File: src/rtl/scrub_pkg.sv
package scrub_pkg;
    localparam int DATA_W     = 16;
    localparam int HAM_W      = 5;
    localparam int CHK_W      = HAM_W + 1;
    localparam int ADDR_W     = 6;
    localparam int BANK_W     = 2;
    localparam int BURST_LEN  = 4;
    localparam int BURST_W    = $clog2(BURST_LEN);
    localparam int STEP_W     = BURST_W + 1;
    localparam int DLY_W      = 4;
    localparam int PRESCALE_W = 10;
    localparam int WAIT_W     = DLY_W + PRESCALE_W;
    localparam int CNT_W      = 8;

    typedef struct packed {
        logic [DATA_W-1:0] data;
        logic [CHK_W-1:0]  chk;
    } cword_t;

    typedef enum logic [1:0] {ST_START, ST_INIT, ST_WAIT, ST_BURST} scrub_st_t;

    // Hamming position of data bit j: j-th non-power-of-two integer from 3
    function automatic int data_pos(input int j);
        int n;
        int pos;
        n = 0;
        pos = 0;
        for (int q = 3; q < 64; q++) begin
            if ((q & (q - 1)) != 0) begin
                if (n == j) pos = q;
                n++;
            end
        end
        return pos;
    endfunction

    function automatic logic [HAM_W-1:0] ham_bits(input logic [DATA_W-1:0] d);
        logic [HAM_W-1:0] h;
        int p;
        h = '0;
        for (int j = 0; j < DATA_W; j++) begin
            p = data_pos(j);
            for (int i = 0; i < HAM_W; i++) begin
                if (p[i]) h[i] = h[i] ^ d[j];
            end
        end
        return h;
    endfunction

    function automatic logic [CHK_W-1:0] encode(input logic [DATA_W-1:0] d);
        logic [HAM_W-1:0] h;
        h = ham_bits(d);
        return {^{d, h}, h};
    endfunction
endpackage

File: src/rtl/scrub_ecc.sv
module scrub_ecc
    import scrub_pkg::*;
(
    input  cword_t raw,
    output cword_t fixed,
    output logic   single_err,
    output logic   double_err
);
    logic [HAM_W-1:0]  syn;
    logic              par_bad;
    logic [DATA_W-1:0] dfix;

    always_comb begin
        syn        = ham_bits(raw.data) ^ raw.chk[HAM_W-1:0];
        par_bad    = ^{raw.data, raw.chk};
        single_err = par_bad;
        double_err = !par_bad && (syn != '0);
        dfix       = raw.data;
        for (int j = 0; j < DATA_W; j++) begin
            if (par_bad && (data_pos(j) == int'(syn))) dfix[j] = ~raw.data[j];
        end
        fixed = raw;
        if (par_bad) begin
            fixed.data = dfix;
            fixed.chk  = encode(dfix);
        end
    end
endmodule

File: src/rtl/scrub_pacer.sv
module scrub_pacer
    import scrub_pkg::*;
#(
    parameter int DW = DLY_W,
    parameter int PW = PRESCALE_W,
    localparam int CW = DW + PW
) (
    input  logic          clk,
    input  logic          rst,
    input  logic          load,
    input  logic [DW-1:0] delay,
    input  logic          tick,
    output logic          expired
);
    logic [CW-1:0] cnt_q;

    always_ff @(posedge clk) begin
        if (rst) begin
            cnt_q <= '0;
        end else if (load) begin
            cnt_q <= (delay == '0) ? '0 : ({delay, {PW{1'b0}}} - CW'(1));
        end else if (tick && (cnt_q != '0)) begin
            cnt_q <= cnt_q - CW'(1);
        end
    end

    assign expired = (cnt_q == '0);
endmodule

File: src/rtl/scrub_bank_lock.sv
module scrub_bank_lock
    import scrub_pkg::*;
(
    input  logic              hold_all,
    input  logic              lock_on,
    input  logic [BANK_W-1:0] lock_bank,
    input  logic              mst_req,
    input  logic [BANK_W-1:0] mst_bank,
    output logic              mst_gnt
);
    logic clash;

    always_comb begin
        clash   = lock_on && (mst_bank == lock_bank);
        mst_gnt = mst_req && !hold_all && !clash;
    end
endmodule

File: src/rtl/scrub_engine.sv
module scrub_engine
    import scrub_pkg::*;
(
    input  logic              clk,
    input  logic              rst,
    input  logic              scrub_en,
    input  logic [DLY_W-1:0]  ref_delay,
    output logic              mem_req,
    output logic              mem_we,
    output logic [ADDR_W-1:0] mem_addr,
    output logic [DATA_W-1:0] mem_wdata,
    output logic [CHK_W-1:0]  mem_wchk,
    input  logic [DATA_W-1:0] mem_rdata,
    input  logic [CHK_W-1:0]  mem_rchk,
    input  logic              mst_req,
    input  logic [BANK_W-1:0] mst_bank,
    output logic              mst_gnt,
    output logic              init_done,
    output logic              corr_pulse,
    output logic              uncorr_pulse,
    output logic [CNT_W-1:0]  corr_count
);
    localparam logic [STEP_W-1:0] LAST_STEP = STEP_W'(2 * BURST_LEN - 1);

    scrub_st_t          st_q, st_d;
    logic [STEP_W-1:0]  step_q;
    logic [ADDR_W-1:0]  ptr_q;
    cword_t             buf_q [BURST_LEN];
    logic               rd_vld_q;
    logic [BURST_W-1:0] rd_idx_q;
    logic               init_done_q, corr_q, uncorr_q;
    logic [CNT_W-1:0]   cnt_q;

    logic   in_burst, in_init, last_step, end_ev, go_now, expired;
    cword_t rd_word, fix_word;
    logic   fix_single, fix_double;

    always_comb begin
        in_burst  = (st_q == ST_BURST);
        in_init   = (st_q == ST_INIT);
        last_step = (step_q == LAST_STEP);
        end_ev    = (in_init && (ptr_q == '1)) || (in_burst && last_step);
        go_now    = scrub_en && (ref_delay == '0);
        rd_word   = '{data: mem_rdata, chk: mem_rchk};
    end

    always_comb begin
        st_d = st_q;
        case (st_q)
            ST_START: st_d = ST_INIT;
            ST_INIT, ST_BURST: if (end_ev) st_d = go_now ? ST_BURST : ST_WAIT;
            ST_WAIT:  if (scrub_en && expired) st_d = ST_BURST;
            default:  st_d = ST_START;
        endcase
    end

    scrub_pacer u_pacer (
        .clk     (clk),
        .rst     (rst),
        .load    (end_ev),
        .delay   (ref_delay),
        .tick    ((st_q == ST_WAIT) && scrub_en),
        .expired (expired)
    );

    scrub_ecc u_ecc (
        .raw        (rd_word),
        .fixed      (fix_word),
        .single_err (fix_single),
        .double_err (fix_double)
    );

    scrub_bank_lock u_lock (
        .hold_all  (!init_done_q),
        .lock_on   (in_burst),
        .lock_bank (ptr_q[ADDR_W-1 -: BANK_W]),
        .mst_req   (mst_req),
        .mst_bank  (mst_bank),
        .mst_gnt   (mst_gnt)
    );

    always_ff @(posedge clk) begin
        if (rst) begin
            st_q        <= ST_START;
            step_q      <= '0;
            ptr_q       <= '0;
            rd_vld_q    <= 1'b0;
            rd_idx_q    <= '0;
            init_done_q <= 1'b0;
            corr_q      <= 1'b0;
            uncorr_q    <= 1'b0;
            cnt_q       <= '0;
        end else begin
            st_q     <= st_d;
            step_q   <= in_burst ? step_q + STEP_W'(1) : '0;
            if (in_init) begin
                ptr_q <= ptr_q + ADDR_W'(1);
            end else if (in_burst && last_step) begin
                ptr_q <= ptr_q + ADDR_W'(BURST_LEN);
            end
            if (in_init && end_ev) init_done_q <= 1'b1;
            rd_vld_q <= in_burst && !step_q[BURST_W];
            rd_idx_q <= step_q[BURST_W-1:0];
            corr_q   <= rd_vld_q && fix_single;
            uncorr_q <= rd_vld_q && fix_double;
            if (rd_vld_q && fix_single && (cnt_q != '1)) cnt_q <= cnt_q + CNT_W'(1);
        end
    end

    always_ff @(posedge clk) begin
        if (rd_vld_q) buf_q[rd_idx_q] <= fix_word;
    end

    always_comb begin
        mem_req   = in_init || in_burst;
        mem_we    = in_init || (in_burst && step_q[BURST_W]);
        mem_addr  = in_burst ? {ptr_q[ADDR_W-1:BURST_W], step_q[BURST_W-1:0]} : ptr_q;
        mem_wdata = in_init ? '0 : buf_q[step_q[BURST_W-1:0]].data;
        mem_wchk  = in_init ? encode('0) : buf_q[step_q[BURST_W-1:0]].chk;
    end

    assign init_done    = init_done_q;
    assign corr_pulse   = corr_q;
    assign uncorr_pulse = uncorr_q;
    assign corr_count   = cnt_q;
endmodule

File: config.mk
export PLATFORM = sky130hd
export DESIGN_NAME = scrub_engine
export DESIGN_NICKNAME = d
export VERILOG_FILES = /design/src/rtl/scrub_pkg.sv /design/src/rtl/scrub_ecc.sv /design/src/rtl/scrub_pacer.sv /design/src/rtl/scrub_bank_lock.sv /design/src/rtl/scrub_engine.sv
export SDC_FILE = /design/constraint.sdc
export NUM_CORES = 1
export LEC_CHECK = 0
export ABC_CLOCK_PERIOD_IN_PS = 3900
export CORE_MARGIN = 2
export CORE_UTILIZATION = 40
export CTS_BUF_LIST = sky130_fd_sc_hd__clkbuf_8
export CTS_CLUSTER_SIZE = 8
export DETAILED_ROUTE_END_ITERATION = 8
export SLEW_MARGIN = 5
export SYNTH_ARGS = -nofsm -noshare
export SYNTH_HDL_FRONTEND = slang
export SYNTH_SLANG_ARGS = --single-unit
File: constraint.sdc
create_clock -name clk -period 3.9 [get_ports clk]
set_input_delay 0.39 -clock clk [delete_from_list [all_inputs] [get_ports clk]]
set_output_delay 0.39 -clock clk [all_outputs]
set_load 0.02 [all_outputs]
==> results of run 1 <==
==> cells by family (layout without fill, tap and decap cells) <==
kind of cell | Yosys count | count (layout) | share of synthesized area [%]
and+or+nand+nor | 151 | 151 | 12.06
DFF | 127 | 127 | 52.61
xor gates and xnor gates | 98 | 98 | 18.25
AOI/OAI and AO/OA | 43 | 43 | 4.153
buffers and inverters | 35 | 203 | 2.384
muxes | 33 | 33 | 9.402
adders and majority gates | 6 | 6 | 1.154
==> power breakdown <==
part / switching (W) / internal (W)
combinational: 0.000563 / 0.000660
sequential: 0.00000347 / 0.00154
clock: 0.000517 / 0.000626
total: 0.00108 / 0.00283
==> cell usage in the layout, fill, tap and decap left out, types with 7 or more instances in the layout <==
cell / n
clkdlybuf4s50_1: 73
a21oi_1: 16
edfxtp_1: 88
o21ai_0: 8
mux4_2: 22
xor2_1: 28
nand3_1: 10
nor2_1: 46
xnor3_1: 7
clkbuf_8: 17
nor3_1: 8
nor2b_1: 24
xnor2_1: 46
buf_4: 86
dfxtp_1: 39
nand2_1: 24
xnor3_2: 10
inv_1: 12
==> through the flow <==
step           power (W)  TNS, ns  instance area (um2)  setup slack [ns]  cells
6_report        0.003910        0                 8473            0.2245    877
5_1_grt         0.004118        0                 8473           0.01810    877
4_1_cts         0.003953        0                 8458            0.1588    877
3_3_place_gp    0.002777   -2.147                 8054           -0.1944    845
2_1_floorplan   0.002282        0                 6507            0.3999    493
3_5_place_dp    0.002794   -3.183                 8054           -0.3069    845
==> layout make-up <==
class                   instances  share of cell area [%]
repair buffers                159                   16.24
inverters                      12                  0.5316
clock inverters                15                   2.008
clock buffers                  17                   2.761
well taps                     216                   3.190
multi-input cells             331                   34.86
flip-flops and latches        127                   40.40
==> per-layer routing <==
metal | wire [um] | vias up
li1 | - | 2093
met1 | 6552 | 2105
met2 | 7175 | 82
met3 | 518 | 9
met4 | 133 | 0
met5 | 0 | -
==> sequential cells by signal, summed over array words and instances, names as in the netlist <==
| name | cells |
|---|---|
| corr_count | 8 |
| uncorr_pulse | 1 |
| step_q | 3 |
| buf_q | 88 |
| rd_vld_q | 1 |
| rd_idx_q | 2 |
| ptr_q | 6 |
| corr_pulse | 1 |
| st_q | 2 |
| init_done | 1 |
| u_pacer.cnt_q | 14 |
==> critical path, delay by kind of cell <==
kind                   cells  cell delay, ns
XOR/XNOR                   6            2.10
AND/OR/NAND/NOR            2            0.49
multiplexers               1            0.24
buffers and inverters      1            0.55
AO/OA/AOI/OAI              1            0.08
==> synthesized netlist by cell type (3+ instances only) <==
| cell | number | share of area (%) |
|---|---|---|
| edfxtp_1 | 88 | 41 |
| nor2_1 | 47 | 2.7 |
| xnor2_1 | 46 | 6.2 |
| dfxtp_1 | 39 | 12 |
| xor2_1 | 28 | 3.8 |
| nor2b_1 | 25 | 2.4 |
| nand2_1 | 24 | 1.4 |
| mux4_2 | 22 | 7.6 |
| a21oi_1 | 16 | 1.2 |
| clkbuf_1 | 13 | 0.75 |
| inv_1 | 12 | 0.69 |
| nand3_1 | 10 | 0.77 |
| xnor3_2 | 10 | 3.7 |
| nor3_1 | 8 | 0.62 |
| o21ai_0 | 8 | 0.62 |
| xnor3_1 | 7 | 2.4 |
| and3_1 | 6 | 0.58 |
| ha_1 | 6 | 1.2 |
| mux2i_1 | 6 | 0.92 |
| a211oi_1 | 5 | 0.58 |
| mux2_2 | 5 | 0.87 |
| nor3b_1 | 5 | 0.58 |
| buf_1 | 4 | 0.23 |
| buf_4 | 4 | 0.46 |
| nand4_1 | 4 | 0.38 |
| nor4_1 | 4 | 0.38 |
| or3_1 | 4 | 0.38 |
| xor2_2 | 3 | 0.75 |
==> worst max path at each step <==
| stage | depth (start not counted) | start | endpoint |
|---|---|---|---|
| after floorplan | 10 | mem_rdata[15] | buf_q[0][5] |
| after global placement | 11 | mem_rdata[12] | buf_q[0][5] |
| after detailed placement | 12 | mem_rdata[15] | buf_q[0][5] |
| after CTS | 12 | mem_rdata[15] | buf_q[3][5] |
| after global routing | 11 | mem_rdata[8] | buf_q[0][5] |
| final | 11 | mem_rdata[8] | buf_q[3][5] |
==> what timing repair did <==
item	in CTS	in global routing
resized for setup	0	2
endpoints found under the setup margin	0	4
hold buffers	0	0
endpoints found under the hold margin	0	0
==> results.md, run 1 <==
* Status: complete, no violations
* Max-cap viol count at 0
* Synth Instances at slightly below 500
* Asr flop ratio synth at 0%
* Count of final setup violators at 0
* Post-synthesis average cell area at approximately 13 um2
* Distinct cells, synth at 59
* Met2 Use GR at just under 30%
* Worst hold stages at 2
* Lkg Pwr at between 3 and 4 nW
* Total track usage at roughly 18%
* Slowest CP cell: clkdlybuf4s50_1
* Overflow after GRT at 0
* Largest net degree at the start of global routing at 32
* Hold WS at ~0.47 ns
* PortBufs at 73
* Root buf cell: clkbuf_8
* Die H at 131.6 um
* H-tree lvl count at 4
* Antenna viol nets, final at 0
* Post-layout minimum cycle time at about 3.7 ns
* Routed Wire Length at between 10 and 15 mm
* Worst hold path type: flip-flop to flip-flop
* WL/cell at between 15 and 20 um
* DP Wirelength at between 10 and 15 mm
* Seq/Total Area, Yosys at a little over half
* # diodes at 0
* Warnings from Yosys at 0
* Cell Chain, Critical Path: clkdlybuf4s50_1, xor3_1, xnor3_2, nor2_1, mux2_2, nor4b_2, xor2_1, xnor3_1, xnor3_1, xnor3_1, o21ai_2
* RSZ-0062 raised after global routing: false
* Number of global-route vias before repair at 4491
* Maximum vdd drop at between 200 and 250 uV
* Number of flops mapped to enable cells by yosys at 88
* Clk_lat worst skew at about 0.43 ns
* Nature of the critical path endpoint: flip-flop
* Skew final at 0.01178 ns
* Ports at between 70 and 80
* CP max stage delay at approximately 0.55 ns
* Tcrit/Tclk final at 94.24%
* Reg-to-reg critical path startpoint: u_pacer.cnt_q[9]
* Multi-input gate area at 2954 um2
* Max clock buf depth at 2
* Ratio of cells with drive above 1 in the final layout at around a quarter
* Synthesized area at roughly 6500 um2
* Most used cell, CP: xnor3_1
* Core Rows at 46
* Initial antenna violation count at 0
* Met1 Usage GRT at approximately 23%
* R2R cell count at 9
* Fmax at about 270 MHz
* Clock-pin slew on the worst setup and hold paths at around 0.070 ns
* Startpoint Class: primary input
* RePlAce Congestion at 0.9202
* Via count at between 4000 and 5000
* GR peak layer: met2
* R2r setup slk at approximately 1.5 ns
* Relative slew margins at between 20 and 30%
* CTS tree: built
* Critical Path AT at 3.85 ns
* Residual DRC at 0
* CP Class: primary input to flip-flop
* Layout Nets at slightly below 700
* GR Util met3 at under 10%
* End of the worst hold path: init_done
* Critical Path RT at between 4 and 5 ns
* Setup Buffers After CTS at 0
* First-pass GRT wire length at 23.56 mm
* Core Area at 15890 um2
* Die Wd at between 100 and 150 um
* Fillers at 1389
* PwrDens at about 460 nW/um2
* Drt via density at about 4.9
* Count of state elements after synthesis at around 130
* Utilization after layout at between 50% and 60%
* CTS Sinks at 127
* Worst-path maximum fanout at 4
* RR Endpoint: u_pacer.cnt_q[12]
* Num CTS Buffers at 17
* Final hold vios at 0
* DR iter-0 viols at roughly 170
* DRT Pass-1 Iters at 4
* Hold wc startpoint: init_done
* Register area at about 3400 um2
* Final Max Slew Viols at 0
* Slew @ Worst Pin at around 1.1 ns
* Primary FF master, synth: edfxtp_1
* Synthesized net count at 531
* Starting Density at 40.97%
* DIE AREA at between 15000 and 20000 um2
* Area Overhead vs Synth at 30.21%
No activity file was read; power rests on OpenSTA's default activity.
==> inputs of run 2 (changes only) <==
==> constraint.sdc (replaced) <==
create_clock -name clk -period 3.9 [get_ports clk]
set_input_delay 0.39 -clock clk [delete_from_list [all_inputs] [get_ports clk]]
set_output_delay 0.39 -clock clk [all_outputs]
set_load 0.005 [all_outputs]
==> run 2 against run 1 <==
Net effect: core utilization increased by 0.30 points; final area increased by 0.56%; critical path depth unchanged; largest power group unchanged; via count increased by 0.16%; routed wire length increased by 2.0%; die area unchanged; power increased by 3.2%; combinational power about the same; clock skew decreased by 0.00062 ns; register-to-register slack about the same; non-clock buffer count unchanged; sequential power about the same.
==> results.md, run 2 (same netlist as run 1, synthesis figures left out) <==
* # diodes at 0 (unchanged)
* Buf/Inv on CP at 1 (unchanged)
* Critical Path AT at 3.97 ns (+0.12 ns)
* Drt via density at 4.899 (+0.16%)
* Biggest register: buf_q
* Startpoint Class: primary input
* Final Max Slew Viols at 0 (unchanged)
* Starting Density at 40.97% (unchanged)
* Number of global-route vias before repair at 4567 (+1.7%)
* Die H at 131.6 um (unchanged)
* Die Wd at 131.6 um (unchanged)
* CTS tree: built
* Post-layout minimum cycle time at 3.715 ns (+0.03931 ns)
* Crit path launch: mem_rdata[15]
* Worst-path maximum fanout at 4 (unchanged)
* Net Sw Frac at 26.74% (-0.96 points)
* DR iter-0 viols at 161 (-4.7%)
* R2r setup slk at 1.47 ns (about the same)
* Core Rows at 46 (unchanged)
* Initial antenna violation count at 0 (unchanged)
* Area Overhead vs Synth at 30.94%
* Overflow after GRT at 0 (unchanged)
* Core Area at 15890 um2 (unchanged)
* Dpl ws at -0.2899 ns (+0.01691 ns)
* DRT Pass-1 Iters at 4 (unchanged)
* CP max stage delay at 0.50 ns (-0.05 ns)
* Most frequent cells in the layout: edfxtp_1, buf_4, clkdlybuf4s50_1
* Largest net degree at the start of global routing at 32 (unchanged)
* CP delay by family, top: XOR/XNOR gates
* Ratio of cells with drive above 1 in the final layout at 25.87% (-0.15 points)
* Via count at 4296 (+0.16%)
* Layout Nets at 686 (unchanged)
* CTS Sinks at 127 (unchanged)
* Antenna viol nets, final at 0 (unchanged)
* Cell Chain, Critical Path: clkdlybuf4s50_1, xnor3_2, xnor3_2, xnor2_1, or3_4, a21oi_1, xnor2_1, xnor3_1, xnor2_2, xnor3_1, o21ai_1
* Routed Wire Length at 14.67 mm (+2.0%)
* Max-cap viol count at 0 (unchanged)
* Final WS setup at 0.1852 ns (-0.03931 ns)
* Tcrit/Tclk final at 95.25% (+1.0 points)
* DIE AREA at 17310 um2 (unchanged)
* First-pass GRT wire length at 23.72 mm (+0.70%)
* Internal power at 0.002955 W (+4.5%)
* RR Endpoint: u_pacer.cnt_q[12]
* Sequential fraction of design power at 38.3% (-1.2 points)
* Root buf cell: clkbuf_8
* Count of final setup violators at 0 (unchanged)
* DP Wirelength at 10.64 mm (+0.87%)
* Ports at 74 (unchanged)
* Status: complete, no violations
* Num CTS Buffers at 17 (unchanged)
* Skew final at 0.01117 ns (-0.0006184 ns)
* Switching Power at 0.001079 W (-0.42%)
* H-tree lvl count at 4 (unchanged)
* Setup Buffers After CTS at 0 (unchanged)
* Fmax at 269.2 MHz (-1.1%)
* CTS Hold Buffers Added at 0 (unchanged)
* Clk_lat worst skew at 0.45 ns (+0.02 ns)
* RePlAce Congestion at 0.8957 (-2.7%)
* Nature of the critical path endpoint: flip-flop
* Maximum vdd drop at 233.6 uV (+3.0%)
* Reg-to-reg critical path startpoint: u_pacer.cnt_q[9]
* Lkg Pwr at 3.202 nW (+1.3%)
* RSZ-0062 raised after global routing: false
* Critical Path End: buf_q[1][5]
* Slowest CP cell: clkdlybuf4s50_1
* CP Class: primary input to flip-flop
* PortBufs at 73 (unchanged)
* Pwr Total at 0.004034 W (+3.2%)
* Residual DRC at 0 (unchanged)
* Clock share of power at 32.0% (+2.8 points)
* Max clock buf depth at 2 (unchanged)
* R2R cell count at 9 (unchanged)
* Total track usage at 17.89% (+0.27 points)
* Most common cell after layout, fill and taps aside: edfxtp_1
* Clock-pin slew on the worst setup and hold paths at 0.07 ns (about the same)
* Critical Path RT at 4.16 ns (+0.09 ns)
* Relative slew margins at 27.77% (+0.81 points)
* CTS resizes at 0 (unchanged)
* Max reg flops at 88 (unchanged)
* PwrDens at 473.5 nW/um2 (+2.6%)
* Worst hold path type: flip-flop to flip-flop
* Crit path depth at 11 (unchanged)
* Slew @ Worst Pin at 1.080 ns (-0.01217 ns)
* Combinational share of power at 29.7% (-1.6 points)
* WL/cell at 16.72 um (+2.0%)
* Final hold vios at 0 (unchanged)
[run 2: cell count changes in the layout (fill, tap and decap cells not counted)]
cell        previous run  this run
clkinvlp_4             6         2
clkinv_4               1         4
bufinv_16              3         5
clkinv_1               2         0
inv_1                 12        14
clkinv_2               2         1
o21ai_1                0         1
o21ai_2                1         0
[run 2: power groups by stage]
stage	registers [W]	logic [W]	clock network (W)
floorplan	0.00157	0.000698	0
global placement	0.00157	0.00119	0
detailed placement	0.00157	0.00120	0
CTS	0.00154	0.00121	0.00134
global route	0.00154	0.00130	0.00139
finish	0.00154	0.00120	0.00129
[run 2: worst min-delay path by stage]
stage	from	to	slack [ns]	depth (start not counted)
finish	init_done	init_done	0.47	2
global route	init_done	init_done	0.49	2
CTS	init_done	init_done	0.47	2
detailed placement	init_done	init_done	0.46	2
global placement	init_done	init_done	0.45	2
floorplan	step_q[2]	rd_vld_q	0.43	1
[run 2: cell type report]
type / count / area [um2]
Tap cell: 216 / 270.3
Timing Repair Buffer: 159 / 1376
Sequential cell: 127 / 3423
Inverter: 12 / 45.04
Multi-Input combinational cell: 331 / 2950
Clock inverter: 15 / 221.5
Clock buffer: 17 / 234.0
Fill cell: 1404 / 7365
[run 2: routing by layer]
metal,wire length (um),track usage [%],up-vias
met5,0,0,-
met1,6625,22.58,2091
met2,7264,30.05,86
li1,-,-,2099
met4,251,7.488,0
met3,526,3.588,20
[run 2: worst reg2reg max path, delay by kind of cell, from the launching register on]
kind	cells	cell delay [ns]
simple gates	7	1.61
flops	1	0.37
compound gates	1	0.24
xor+xnor	1	0.13
[run 2: through the flow]
stage	hold slack [ns]	area (um2)	util [%]	TNS, ns	cells
floorplan	0.4341	6507	-	0	493
global placement	0.4531	8054	50.70	-2.559	845
detailed placement	0.4576	8054	50.70	-3.450	845
CTS	0.4726	8509	53.57	0	877
global route	0.4879	8521	53.64	0	877
finish	0.4715	8521	53.64	0	877
